[config.mk]
export PLATFORM = sky130hd
export DESIGN_NAME = tern_logic_unit
export DESIGN_NICKNAME = d
export VERILOG_FILES = /design/src/rtl/tern_pkg.sv /design/src/rtl/tern_pair_check.sv /design/src/rtl/tern_lane_op.sv /design/src/rtl/tern_sop_join.sv /design/src/rtl/tern_logic_unit.sv
export SDC_FILE = /design/constraint.sdc
export NUM_CORES = 1
export LEC_CHECK = 0
export BUFFER_PORTS_ARGS = -buffer_cell sky130_fd_sc_hd__buf_2
export CAP_MARGIN = 25
export CORE_MARGIN = 2
export CORE_UTILIZATION = 55
export DETAILED_ROUTE_END_ITERATION = 8
export PLACE_DENSITY = 0.95
export SETUP_SLACK_MARGIN = 0.15
export SLEW_MARGIN = 20
export SYNTH_ARGS = -nofsm -noshare
export SYNTH_HDL_FRONTEND = slang
export SYNTH_HIERARCHICAL = 1
export SYNTH_SLANG_ARGS = --single-unit
[constraint.sdc]
create_clock -name vclk -period 2.3
set_input_delay 0.23 -clock vclk [all_inputs]
set_output_delay 0.23 -clock vclk [all_outputs]
set_load 0.02 [all_outputs]
[src/rtl/tern_pkg.sv]
// Shared trit codes, operation encoding and helpers for the ternary unit.
// Assumes that the numeric order of legal codes matches the logic level order.
package tern_pkg;
    typedef logic [1:0] trit_t;

    localparam trit_t T_ZERO = 2'b00;
    localparam trit_t T_ONE  = 2'b01;
    localparam trit_t T_TWO  = 2'b10;
    localparam trit_t T_BAD  = 2'b11;

    typedef enum logic [2:0] {
        OP_MAX   = 3'd0,
        OP_MIN   = 3'd1,
        OP_LIT0  = 3'd2,
        OP_LIT1  = 3'd3,
        OP_LIT2  = 3'd4,
        OP_LIT01 = 3'd5,
        OP_LIT12 = 3'd6,
        OP_PASS  = 3'd7
    } tern_op_e;

    // Larger of two legal trits (ternary OR).
    function automatic trit_t trit_max(trit_t x, trit_t y);
        return (x > y) ? x : y;
    endfunction

    // Smaller of two legal trits (ternary AND).
    function automatic trit_t trit_min(trit_t x, trit_t y);
        return (x < y) ? x : y;
    endfunction

    // Two-level literal: 2 when the condition holds, else 0.
    function automatic trit_t trit_lit(logic hit);
        return hit ? T_TWO : T_ZERO;
    endfunction
endpackage

[src/rtl/tern_pair_check.sv]
// Flags an illegal code on either of two trit inputs.
// Assumes only 2'b11 is illegal; purely combinational.
module tern_pair_check
    import tern_pkg::*;
(
    input  trit_t x_in,
    input  trit_t y_in,
    output logic  bad
);
    // Raise bad when either input holds the unused code.
    always_comb begin
        bad = (x_in == T_BAD) || (y_in == T_BAD);
    end
endmodule

[src/rtl/tern_lane_op.sv]
// One lane of the ternary unit: max, min, literals of operand a, or pass.
// Assumes op is shared by all lanes; an illegal operand zeroes the result.
module tern_lane_op
    import tern_pkg::*;
(
    input  logic [2:0] op,
    input  trit_t      a_in,
    input  trit_t      b_in,
    output trit_t      res,
    output logic       err
);
    trit_t raw;
    logic  bad;

    tern_pair_check u_chk (
        .x_in (a_in),
        .y_in (b_in),
        .bad  (bad)
    );

    // Select the operation result for legal operands.
    always_comb begin
        unique case (tern_op_e'(op))
            OP_MAX:   raw = trit_max(a_in, b_in);
            OP_MIN:   raw = trit_min(a_in, b_in);
            OP_LIT0:  raw = trit_lit(a_in == T_ZERO);
            OP_LIT1:  raw = trit_lit(a_in == T_ONE);
            OP_LIT2:  raw = trit_lit(a_in == T_TWO);
            OP_LIT01: raw = trit_lit(a_in != T_TWO);
            OP_LIT12: raw = trit_lit(a_in != T_ZERO);
            default:  raw = a_in;
        endcase
    end

    // Force the lane to zero and flag it when a code is illegal.
    always_comb begin
        err = bad;
        res = bad ? T_ZERO : raw;
    end
endmodule

[src/rtl/tern_sop_join.sv]
// Joins a level-2 and a level-1 partial function: F = max(F2, min(1, F1)).
// Assumes legal codes; an illegal code zeroes the result and sets err.
module tern_sop_join
    import tern_pkg::*;
(
    input  trit_t f2_in,
    input  trit_t f1_in,
    output trit_t sop,
    output logic  err
);
    logic bad;

    tern_pair_check u_chk (
        .x_in (f2_in),
        .y_in (f1_in),
        .bad  (bad)
    );

    // Cap the level-1 part at 1, combine it with the level-2 part, mask errors.
    always_comb begin
        err = bad;
        sop = bad ? T_ZERO : trit_max(f2_in, trit_min(T_ONE, f1_in));
    end
endmodule

[src/rtl/tern_logic_unit.sv]
// Vector ternary logic unit: N_TRITS independent lanes of min/max/literal
// operations plus a sum-of-products join. Combinational, with no state.
// Assumes that lane i sits in bits [2i+1:2i] of every vector.
module tern_logic_unit #(
    parameter int N_TRITS = 4
) (
    input  logic [2:0]           op_sel,
    input  logic [2*N_TRITS-1:0] a_vec,
    input  logic [2*N_TRITS-1:0] b_vec,
    input  logic [2*N_TRITS-1:0] f2_vec,
    input  logic [2*N_TRITS-1:0] f1_vec,
    output logic [2*N_TRITS-1:0] res_vec,
    output logic [2*N_TRITS-1:0] sop_vec,
    output logic [N_TRITS-1:0]   err_op,
    output logic [N_TRITS-1:0]   err_sop
);
    localparam int TW = 2;

    // One operation lane and one join lane per trit position.
    for (genvar i = 0; i < N_TRITS; i++) begin : g_lane
        tern_lane_op u_op (
            .op   (op_sel),
            .a_in (a_vec[TW*i +: TW]),
            .b_in (b_vec[TW*i +: TW]),
            .res  (res_vec[TW*i +: TW]),
            .err  (err_op[i])
        );

        tern_sop_join u_sop (
            .f2_in (f2_vec[TW*i +: TW]),
            .f1_in (f1_vec[TW*i +: TW]),
            .sop   (sop_vec[TW*i +: TW]),
            .err   (err_sop[i])
        );
    end
endmodule

==> summary.md <==
| Metric | Value |
|---|---|
| Status | complete, no violations |
| Part of the Yosys area used for sequential elements | 0% |
| Mapped Cells | 180 |
| Pwr/cell area | roughly 220 nW/um^2 |
| Rows | 17 |
| Worst setup SP type | input pin |
| Die Ht | around 53 um |
| Die Width | 53.48 um |
| Largest net degree at the start of global routing | 33 |
| DIE AREA | 2860 sq um |
| Area Growth Syn to Fin | 21.93% |
| Fin. Hold Viols | 0 |
| CP Cell Sequence | buf_2 > inv_1 > ha_1 > o21bai_1 > mux2i_1 > o31ai_1 > a32o_1 > buf_2 |
| Worst path top cell family by delay | compound AO/OA/AOI/OAI gates |
| MaxCap Viol Count | 0 |
| Most common cell after layout, fill and taps aside | buf_2 |
| Drt drc | 0 |
| Post-synthesis net count | roughly 240 |
| Final setup violation count | 0 |
| Crit Path Class | input pin to output pin |
| ANT cells | 0 |
| Most frequent cells in the layout | 59 x buf_2, 20 x ha_1, 16 x inv_1 |
| Nets@finish | 288 |
| Min cycle time layout | 1855 ps |
| Hold Crit Endpoint | sop_vec[1] |
| Port-buffer cells | 59 |
| Fillers | 182 |
| Vias per Instance | just under 6 |
| Final WL | between 3000 and 4000 um |
| Seq cells | 0 |
| Global-route wire length before repair | ~4900 um |
| Slowest cell on crit path | ha_1 |
| Most frequent CP cell | buf_2 |
| Worst slew pin tran | 518.5 ps |
| Slew HR | about two thirds |
| Setup Buffers After CTS | 0 |
| TNS Setup | 0 ps |
| Post-route cell area | about 1600 sq um |
| Fmax | between 500 and 600 MHz |
| Ys Warns | 6 |
| Hold Crit Depth | 3 |
| Area occupied by multi-input gates | approximately 1300 sq um |
| Dpl hpwl | ~2500 um |
| GPL Wtd Cong | roughly 0.77 |
| Core area | around 2300 sq um |
| Final Cycle Share | about four fifths |
| RSZ-0062 raised after global routing | false |
| Initial Utilization | 59.71% |
| Total number of vias | 1492 |
| Largest fanout on the critical path | 8 |
| 1st-iter DRT viols | 9 |
| Fin. max-slew vios | 0 |
| I/O pin count | 59 |
| Worst EP arrival | around 1600 ps |
| Maximum VDD drop | between 0.1 and 0.15 mV |
| Buf+Inv Stages, Crit Path | 3 |
| CTS hold repair buffers | 0 |
| Vias in the first global route | 1257 |
| Pre-Repair DR Iteration Count | 4 |
| Setup crit end kind | output pin |
| Routed Antenna Nets | 0 |
| Worst hold slack | about 820 ps |
| Mean Syn Cell Area | about 7.5 sq um |
| Gr ovfl total | 0 |
| Placed cell areas | between 1500 and 2000 sq um |
| Critical Path RT | a little over 2000 ps |
| Wire per inst | 12.01 um |
| Min-delay worst type | input pin to output pin |
| Hold Path Origin | f2_vec[1] |
| Gr usage total | between 20% and 30% |
| Layout cells sized above 1 | between 30 and 40% |
| Post-synth cell types | 26 |
| Initial antenna violation count | 0 |
| Clock buffer count in the final layout | 0 |
| Seq. cell area | 0 sq um |
| LEAKAGE | ~0.86 nW |
| Synthesized cell area | 1346 sq um |
| CP max stage delay | 330 ps |
| Post-CTS sizing | 0 |
-- cell families (layout without fill, tap and decap cells) --
group                    after synthesis  count (layout)  synth area share [%]
AND/OR/NAND/NOR                       64              64                 29.00
XOR/XNOR                               4               4                 2.602
AO/OA/AOI/OAI                         56              56                 33.46
buffers and inverters                 24              75                 7.063
multiplexers                          12              12                 9.294
adder cells (fa/ha/maj)               20              20                 18.59
-- cells in the mapped netlist (8+ instances only) --
library cell	instances	share of area, %
nor3b_1	8	4.5
nand2_1	8	2.2
o31ai_1	8	4.5
o21bai_1	12	6.7
nor2_1	12	3.3
nor2b_1	12	5.6
mux2i_1	8	5.9
a22o_1	8	5.2
inv_1	16	4.5
ha_1	20	19
nand2b_1	8	3.7
-- layout make-up --
| type | count | share of cell area (%) |
|---|---|---|
| multi-input combinational | 156 | 76.22 |
| timing repair buffer | 59 | 17.99 |
| inverter | 16 | 3.659 |
| tap | 28 | 2.134 |
-- report_power, final --
part,leakage (nW),switching [W],internal (W)
sequential,0,0,0
clock,0,0,0
combinational,0.862,0.000198,0.000158
total,0.862,0.000198,0.000158
-- layer usage --
layer  vias to the layer above  track usage (%)  wire length, um
met4                         0                0                0
met5                         -                0                0
met3                         0            1.130              221
met2                        44            45.27             1542
li1                        769                -                -
met1                       679            24.17             1347
-- how the worst max path moves through the flow --
stage	from	to	slack [ps]	cells past startpoint
2_1_floorplan	a_vec[0]	res_vec[0]	610	6
6_report	a_vec[1]	res_vec[0]	450	8
5_1_grt	a_vec[2]	res_vec[2]	260	7
3_5_place_dp	a_vec[0]	res_vec[0]	410	7
4_1_cts	a_vec[0]	res_vec[0]	400	7
3_3_place_gp	a_vec[1]	res_vec[0]	450	8
-- stage by stage --
step | std cells | setup WS [ps] | total power, W | utilization, %
after floorplan | 180 | 607.6 | 0.0002399 | -
after global placement | 259 | 446.8 | 0.0003448 | 72.81
after detailed placement | 259 | 406.4 | 0.0003556 | 72.81
after CTS | 259 | 403.4 | 0.0003572 | 72.81
after global routing | 259 | 263.3 | 0.0003956 | 72.81
final | 259 | 445.1 | 0.0003558 | 72.81
Power figures use the tool's default switching activity.
